--- src/rtl/frame_ser_pkg.sv ---
package frame_ser_pkg;

  typedef enum logic [1:0] {
    ST_OFF  = 2'd0,
    ST_INIT = 2'd1,
    ST_RUN  = 2'd2
  } tx_state_e;

  localparam logic LEAD_BIT  = 1'b1;
  localparam logic TRAIL_BIT = 1'b0;

endpackage

--- src/rtl/frame_assembler.sv ---
module frame_assembler #(
  parameter int DATA_W = 18
) (
  input  logic [DATA_W-1:0] word,
  input  logic              sync,
  output logic [DATA_W+1:0] frame
);
  import frame_ser_pkg::*;

  localparam int ONES_W = DATA_W - DATA_W / 2;

  logic [DATA_W-1:0] align_word;
  logic [DATA_W-1:0] payload;

  // Alignment word: upper half ones, lower half zeros.
  for (genvar i = 0; i < DATA_W; i++) begin : g_align
    assign align_word[i] = (i >= DATA_W - ONES_W);
  end

  assign payload = sync ? align_word : word;
  assign frame   = {LEAD_BIT, payload, TRAIL_BIT};

endmodule

--- src/rtl/frame_seq.sv ---
module frame_seq #(
  parameter int FRAME_W    = 20,
  parameter int INIT_WORDS = 16
) (
  input  logic clk,
  input  logic rst,
  input  logic enable,
  output logic tx_active,
  output logic load,
  output logic strobe_q
);
  import frame_ser_pkg::*;

  localparam int INIT_LEN = INIT_WORDS * FRAME_W;
  localparam int CW       = $clog2(FRAME_W);
  localparam int IW       = $clog2(INIT_LEN);
  localparam logic [CW-1:0] CNT_LAST  = CW'(FRAME_W - 1);
  localparam logic [IW-1:0] INIT_LAST = IW'(INIT_LEN - 1);

  tx_state_e     state_q, state_n;
  logic [CW-1:0] cnt_q, cnt_n;
  logic [IW-1:0] icnt_q, icnt_n;

  always_comb begin
    state_n = state_q;
    cnt_n   = cnt_q;
    icnt_n  = icnt_q;
    if (!enable) begin
      state_n = ST_OFF;
      cnt_n   = '0;
      icnt_n  = '0;
    end else begin
      case (state_q)
        ST_OFF: begin
          state_n = ST_INIT;
          icnt_n  = '0;
        end
        ST_INIT: begin
          if (icnt_q == INIT_LAST) begin
            state_n = ST_RUN;
            cnt_n   = '0;
          end else begin
            icnt_n = icnt_q + 1'b1;
          end
        end
        ST_RUN: cnt_n = (cnt_q == CNT_LAST) ? '0 : cnt_q + 1'b1;
        default: state_n = ST_OFF;
      endcase
    end
  end

  always_ff @(posedge clk) begin
    if (rst) begin
      state_q  <= ST_OFF;
      cnt_q    <= '0;
      icnt_q   <= '0;
      strobe_q <= 1'b0;
    end else begin
      state_q  <= state_n;
      cnt_q    <= cnt_n;
      icnt_q   <= icnt_n;
      strobe_q <= (state_n == ST_RUN) && (cnt_n == '0);
    end
  end

  assign tx_active = (state_q == ST_RUN) && enable;
  assign load      = tx_active && (cnt_q == '0);

  assert_strobe_gap_R3: assert property (@(posedge clk) disable iff (rst)
    strobe_q |=> !strobe_q);

  assert_powerdown_R8: assert property (@(posedge clk) disable iff (rst)
    !enable |=> (state_q == ST_OFF) && !strobe_q);

endmodule

--- src/rtl/frame_shifter.sv ---
module frame_shifter #(
  parameter int FRAME_W = 20
) (
  input  logic               clk,
  input  logic               rst,
  input  logic               load,
  input  logic [FRAME_W-1:0] frame,
  output logic               bit_now
);

  logic [FRAME_W-1:0] shreg_q;

  always_ff @(posedge clk) begin
    if (rst) begin
      shreg_q <= '0;
    end else if (load) begin
      shreg_q <= {frame[FRAME_W-2:0], 1'b0};
    end else begin
      shreg_q <= {shreg_q[FRAME_W-2:0], 1'b0};
    end
  end

  assign bit_now = load ? frame[FRAME_W-1] : shreg_q[FRAME_W-1];

endmodule

--- src/rtl/frame_serializer.sv ---
module frame_serializer #(
  parameter int DATA_W     = 18,
  parameter int INIT_WORDS = 16
) (
  input  logic              clk,
  input  logic              rst,
  input  logic              enable,
  input  logic [DATA_W-1:0] word_in,
  input  logic              sync_req,
  input  logic              loop_en,
  input  logic              preemph_en,
  output logic              word_strobe,
  output logic              ser_out,
  output logic              ser_oe,
  output logic              loop_out,
  output logic              emph_flag
);

  localparam int FRAME_W = DATA_W + 2;

  logic [FRAME_W-1:0] frame;
  logic tx_active, load, bit_now, prev_q;

  frame_assembler #(.DATA_W(DATA_W)) asm_i (
    .word (word_in),
    .sync (sync_req),
    .frame(frame)
  );

  frame_seq #(.FRAME_W(FRAME_W), .INIT_WORDS(INIT_WORDS)) seq_i (
    .clk      (clk),
    .rst      (rst),
    .enable   (enable),
    .tx_active(tx_active),
    .load     (load),
    .strobe_q (word_strobe)
  );

  frame_shifter #(.FRAME_W(FRAME_W)) shf_i (
    .clk    (clk),
    .rst    (rst),
    .load   (load),
    .frame  (frame),
    .bit_now(bit_now)
  );

  always_ff @(posedge clk) begin
    if (rst || !tx_active) begin
      ser_out   <= 1'b0;
      ser_oe    <= 1'b0;
      loop_out  <= 1'b0;
      emph_flag <= 1'b0;
      prev_q    <= 1'b0;
    end else begin
      ser_out   <= loop_en ? 1'b0 : bit_now;
      loop_out  <= loop_en ? bit_now : 1'b0;
      ser_oe    <= !loop_en;
      emph_flag <= preemph_en && (bit_now != prev_q);
      prev_q    <= bit_now;
    end
  end

  assert_reset_quiet_R1: assert property (@(posedge clk)
    rst |=> !ser_oe && !word_strobe && !ser_out && !loop_out && !emph_flag);

  assert_start_bit_R2: assert property (@(posedge clk) disable iff (rst)
    (word_strobe && enable && !loop_en) |=> ser_out);

  assert_oe_loop_R5: assert property (@(posedge clk) disable iff (rst)
    ser_oe |-> !loop_out);

  assert_loop_quiet_R6: assert property (@(posedge clk) disable iff (rst)
    loop_en |=> !ser_out && !ser_oe);

  assert_emph_off_R7: assert property (@(posedge clk) disable iff (rst)
    !preemph_en |=> !emph_flag);

endmodule

--- config.mk ---
export PLATFORM = sky130hd
export DESIGN_NAME = frame_serializer
export DESIGN_NICKNAME = d
export VERILOG_FILES = /design/src/rtl/frame_ser_pkg.sv /design/src/rtl/frame_assembler.sv /design/src/rtl/frame_seq.sv /design/src/rtl/frame_shifter.sv /design/src/rtl/frame_serializer.sv
export SDC_FILE = /design/constraint.sdc
export NUM_CORES = 1
export LEC_CHECK = 0
export ABC_CLOCK_PERIOD_IN_PS = 3300
export BUFFER_PORTS_ARGS = -buffer_cell sky130_fd_sc_hd__buf_4
export CAP_MARGIN = 30
export CORE_ASPECT_RATIO = 1.5
export CORE_MARGIN = 2
export CORE_UTILIZATION = 60
export CTS_BUF_LIST = sky130_fd_sc_hd__clkbuf_4
export CTS_CLUSTER_DIAMETER = 150
export DETAILED_ROUTE_END_ITERATION = 8
export PLACE_DENSITY = 0.83
export SLEW_MARGIN = 20
export SYNTH_ARGS = -nofsm -noshare
export SYNTH_HDL_FRONTEND = slang
export SYNTH_HIERARCHICAL = 1
export SYNTH_SLANG_ARGS = --single-unit
--- constraint.sdc ---
create_clock -name clk -period 3.3 [get_ports clk]
set_input_delay 0.33 -clock clk [delete_from_list [all_inputs] [get_ports clk]]
set_output_delay 0.33 -clock clk [all_outputs]
set_load 0.005 [all_outputs]
=== Word-level counts from Yosys, hierarchy flattened ===
Cells that the tools add are included.

* Register bits: 42
* Word-level logic and storage cells: 50

* $add $sub $neg: 2
* Eq/ne operators: 7
* Multiplexer cells: 12
* Bitwise logic cells: 2
* Reductions and logical operators: 16

{| class="wikitable"
|+ Operator list
! operator !! number
|-
| 20-bit two-way mux || 1
|-
| 18-bit two-way mux || 1
|-
| 9-bit case mux with 2 select lines || 1
|-
| 5-bit two-way mux || 3
|-
| 5-bit zero test || 2
|-
| 5-bit case mux with 2 select lines || 1
|-
| 9-bit by 1-bit adder with 9-bit output (second input constant) || 1
|-
| 9-bit equality test (second input constant) || 1
|-
| 9-bit two-way mux || 1
|-
| 2-bit OR reduction || 4
|-
| 2-bit case mux with 3 select lines || 1
|-
| 5-bit by 1-bit adder with 5-bit output (second input constant) || 1
|-
| 5-bit equality test (second input constant) || 1
|-
| 2-bit equality test (second input constant) || 2
|-
| 1-bit logical AND || 4
|-
| 2-bit two-way mux || 2
|-
| 2-bit by 1-bit equality test with 1-bit output (second input constant) || 1
|-
| 1-bit zero test || 2
|-
| 2-bit zero test || 1
|-
| 2-bit inequality test (second input constant) || 1
|-
| 1-bit NOT || 2
|-
| 2-bit AND reduction || 1
|-
| 2-bit nonzero test || 1
|-
| 1-bit logical OR || 1
|-
| 2 further kinds || 2
|}

=== Depth between registers and ports, before layout ===
* Depth in word-level cells: 6
* Mapped depth: 8

=== Cells and area by module ===
The synthesis kept the hierarchy.

{| class="wikitable"
|+ Modules (own cells, without submodules)
! module !! instances !! cells an instance !! area an instance (um^2) !! sequential area each (um^2)
|-
| frame_seq || 1 || 120 || 1,019.7 || 340.3
|-
| frame_shifter || 1 || 61 || 684.4 || 380.4
|-
| frame_serializer || 1 || 12 || 160.2 || 100.1
|-
| frame_assembler || 1 || 23 || 156.4 || 0.0
|}

=== Least setup slack after synthesis ===
OpenSTA, ideal clock, no wires.

* Path kind: register -> register
* From: reg seq_i.state_q[0]
* To: reg seq_i.strobe_q
* Library setup time: 0.087 ns
* Data arrival time: 1.954 ns
* Setup slack: 1.258 ns
* Cell stages (with the launch flop): 9
* Path buffers: 1
* Period minus slack after synthesis: 2.042 ns
* Cell sequence: dfxtp_1 -> inv_1 -> ha_1 -> buf_2 -> nand4b_1 -> o21ai_0 -> a32o_1 -> or4_4 -> nor4b_2

* Cells in the longest elaborated chain, start to end: 5
* Elaborated cells between the ends (all ways): 11
* Those cells by class: 3 x eq/ne; 5 x mux; 3 x reduce/logical

{| class="wikitable"
|+ Ends and longest elaborated chain
! item !! line !! text
|-
| start: declaration || frame_seq.sv:20 || <nowiki>tx_state_e state_q, state_n;</nowiki>
|-
| start signal: assignment || frame_seq.sv:59 || <nowiki>state_q <= state_n;</nowiki>
|-
| 2-bit equality test, or another cell as far along || frame_seq.sv:33 || <nowiki>case (state_q)</nowiki>
|-
| 2-bit case mux with 3 select lines or 5-bit case mux with 2 select lines (tied branches) || frame_seq.sv:33 ||
|-
| 2-bit two-way mux or 5-bit two-way mux (tied branches) || frame_seq.sv:28 || <nowiki>if (!enable) begin</nowiki>
|-
| 2-bit equality test or 5-bit zero test (tied branches) || frame_seq.sv:62 || <nowiki>strobe_q <= (state_n == ST_RUN) && (cnt_n == '0);</nowiki>
|-
| 1-bit logical AND (*) || frame_seq.sv:62 ||
|-
| end signal: assignment || frame_seq.sv:62 ||
|-
| end: declaration || frame_seq.sv:10 || <nowiki>output logic strobe_q</nowiki>
|}

Mark *: on every way between the ends. The rest lies on a longest branch, timed or not.
A chain may end at the register's enable or synchronous reset.

=== Worst setup path after layout ===
* From: reg seq_i.state_q[1]
* To: reg seq_i.strobe_q

Same word-level chain as after synthesis.

==> metrics.md <==
| Metric | Value |
|---|---|
| Status | finished, final reports clean |
| Synthesis Warnings | 6 |
| Via-to-Cell Ratio | ~5.6 |
| CTS tree | yes |
| Comb power frac | around 6.9% |
| Worst Path Required | 3570 ps |
| Worst ir drop on vdd | 0.3950 mV |
| DR vias | about 1600 |
| Row Count | 25 |
| Clock Sinks | 41 |
| 1st-iter DRT viols | 41 |
| N_diodes | 0 |
| P_sw | 188.7 uW |
| Bufs on Longest Clock Path | 2 |
| Syn avg cell area | approximately 9.4 um^2 |
| Setup Skew | around 7.6 ps |
| Startpoint types | flop |
| RSZ-0062 raised after global routing | no |
| Crit path DAT | ~2500 ps |
| Max transition margin | between 60% and 70% |
| Reg clk slew, reported paths | about 110 ps |
| Max_cap viols | 0 |
| Area Growth Syn to Fin | 13.50% |
| Cells after Synth | between 200 and 250 |
| Final WL | approximately 3900 um |
| Initial antenna violation count | 0 |
| Final Hold Vio Count | 0 |
| Die H | 75.08 um |
| Fin cells | 283 |
| Die Span X | about 50 um |
| Commonest cells after routing, fill and taps aside | 41 x dfxtp_1, 30 x nor2_1, 29 x buf_4 |
| DRT Pass-1 Iters | 4 |
| Synth cell types | 50 |
| Worst hold path class | input port to flop |
| EDFF count, synth | 0 |
| Clock network power share | a little over a third |
| Setup TNS Final | 0 ps |
| Cts hold-fix bufs | 0 |
| Worst-Margin Slew | approximately 560 ps |
| Depth of the CTS H-tree | 2 |
| Num CTS Buffers | 5 |
| Final global-route overflow total | 0 |
| Final setup violation count | 0 |
| Crit path time final | 2220 ps |
| Sequential area share after synthesis | 40.62% |
| Gpl congestion | approximately 0.83 |
| Crit Path Class | flop to flop |
| Async S/R FF share, synth | 0% |
| Mapped Area | 0.002021 mm^2 |
| Fin crit share | 67.29% |
| Largest net degree at the start of global routing | 24 |
| Synthesis-stage register bit count | 41 |
| Post-DP HPWL | 2800 um |
| Post_cts resized | 0 |
| Leakage | 0.0009247 uW |
| Power Dens Cells | between 300 and 400 mW/mm^2 |
| Gr usage total | a little under a quarter |
| Dpl cells | 276 |
| Number of remaining DRC errors | 0 |
| Crit-path max FO | 8 |
| Sw frac | around 22% |
| Place WS | 1131 ps |
| Post-CTS setup buffer count | 0 |
| Sequential share of power | ~57% |
| Starting Density | 63.33% |
| Worst setup EP type | flop |
| Final Max Tran Viols | 0 |
| Worst Slack Setup Final | approximately 1100 ps |
| IO Pins | 29 |
| Top FF cell, synth | dfxtp_1 |
| I/O Buffers | 28 |
| Syn nets | about 250 |
| CTS Root Cell | clkbuf_4 |
| Pint | 680.6 uW |
| Final #Nets | 274 |
| Vias in the first global route | 1554 |
| Worst-case hold slack | around 140 ps |
| Core outline area | 0.003191 mm^2 |
| Share of cells above drive strength 1 | between 20 and 25% |
| Clock insertion delay at the later pin of the skew report | 350 ps |
| Post-DRT Antenna Nets | 0 |
| Routed WL per cell | between 10 and 15 um |
| Total power | just under 900 uW |
| Commonest non-fill, non-tap cell in the layout | dfxtp_1 |
| Max Clock Freq | approximately 450 MHz |
| Die area | a little under 0.004 mm^2 |
| First-pass GRT wire length | about 6500 um |
layout make-up:
| class | count | area (um^2) |
|---|---|---|
| Clock inverter | 2 | 35.03 |
| Inverter | 10 | 37.54 |
| Fill cell | 257 | 897.1 |
| Clock buffer | 5 | 37.54 |
| Multi-Input combinational cell | 156 | 1095 |
| Tap cell | 40 | 50.05 |
| Sequential cell | 41 | 820.8 |
| Timing Repair Buffer | 29 | 217.7 |
Yosys cell counts, drive strengths merged (6+ instances only):
master	n	area, um^2
and2b	8	60.06
nor2	30	112.6
ha	7	87.58
buf	8	63.80
o21ai	8	40.04
mux2i	18	180.2
a21oi	7	38.79
inv	10	37.54
or2	9	56.30
dfxtp	41	820.8
nand2	8	37.54
nand3	7	35.03
nor2b	6	45.04
worst paths after layout:
check / cells past startpoint / slack (ps) / startpoint / to
setup / recovery: 7 / 1080 / seq_i/state_q[1]$_SDFF_PP0_ / seq_i/strobe_q$_SDFF_PP0_
setup reg to reg: 7 / 1080 / seq_i/state_q[1]$_SDFF_PP0_ / seq_i/strobe_q$_SDFF_PP0_
hold reg to reg: 2 / 480 / shf_i/shreg_q[7]$_SDFF_PP0_ / shf_i/shreg_q[8]$_SDFF_PP0_
hold / removal: 2 / 140 / loop_en / ser_oe$_SDFF_PP0_
metal layers:
metal  up-vias  global-route usage (%)  share of wire, %
li1        794                       -                 -
met1       736                   23.62                41
met2        45                   40.46                52
met3         9                   4.762               4.5
met4         0                   14.91               2.3
met5         -                       0                 0
logic make-up (layout without fill, tap and decap cells):
kind of cell	after synthesis	count (layout)	synth area share (%)
AOI/OAI and AO/OA	32	32	11.58
adders and majority gates	7	7	4.334
xor gates and xnor gates	5	5	2.167
and+or+nand+nor	91	91	26.07
muxes	19	19	9.659
other	2	2	0.3717
buffers and inverters	19	46	5.201
DFF	41	41	40.62
power groups by stage:
| stage | sequential (uW) | combinational (uW) | clock, uW |
|---|---|---|---|
| final | 497 | 59.7 | 313 |
| after global routing | 498 | 65.9 | 341 |
| after CTS | 497 | 59.8 | 321 |
| after detailed placement | 508 | 59.2 | 0 |
| after global placement | 508 | 58.6 | 0 |
| after floorplan | 508 | 33.1 | 0 |
sequential cells by signal (all words and copies together), names as in the netlist, 2 cells and up:
name,count
shf_i/shreg_q,19
seq_i/icnt_q,9
seq_i/state_q,2
seq_i/cnt_q,5
critical path: stages (launching register included):
cell and delay [ps]:
dfxtp_1 430, inv_1 100, ha_1 390, nand4b_1 130, o21ai_0 90, a32o_1 220, or4_4 530, nor4b_2 260
metrics by stage:
stage          cell area (um^2)  utilization [%]
3_5_place_dp               2221            69.61
3_3_place_gp               2221            69.61
4_1_cts                    2293            71.88
2_1_floorplan              2021                -
6_report                   2293            71.88
5_1_grt                    2293            71.88
Note: power is estimated with default switching activity, not from simulation.
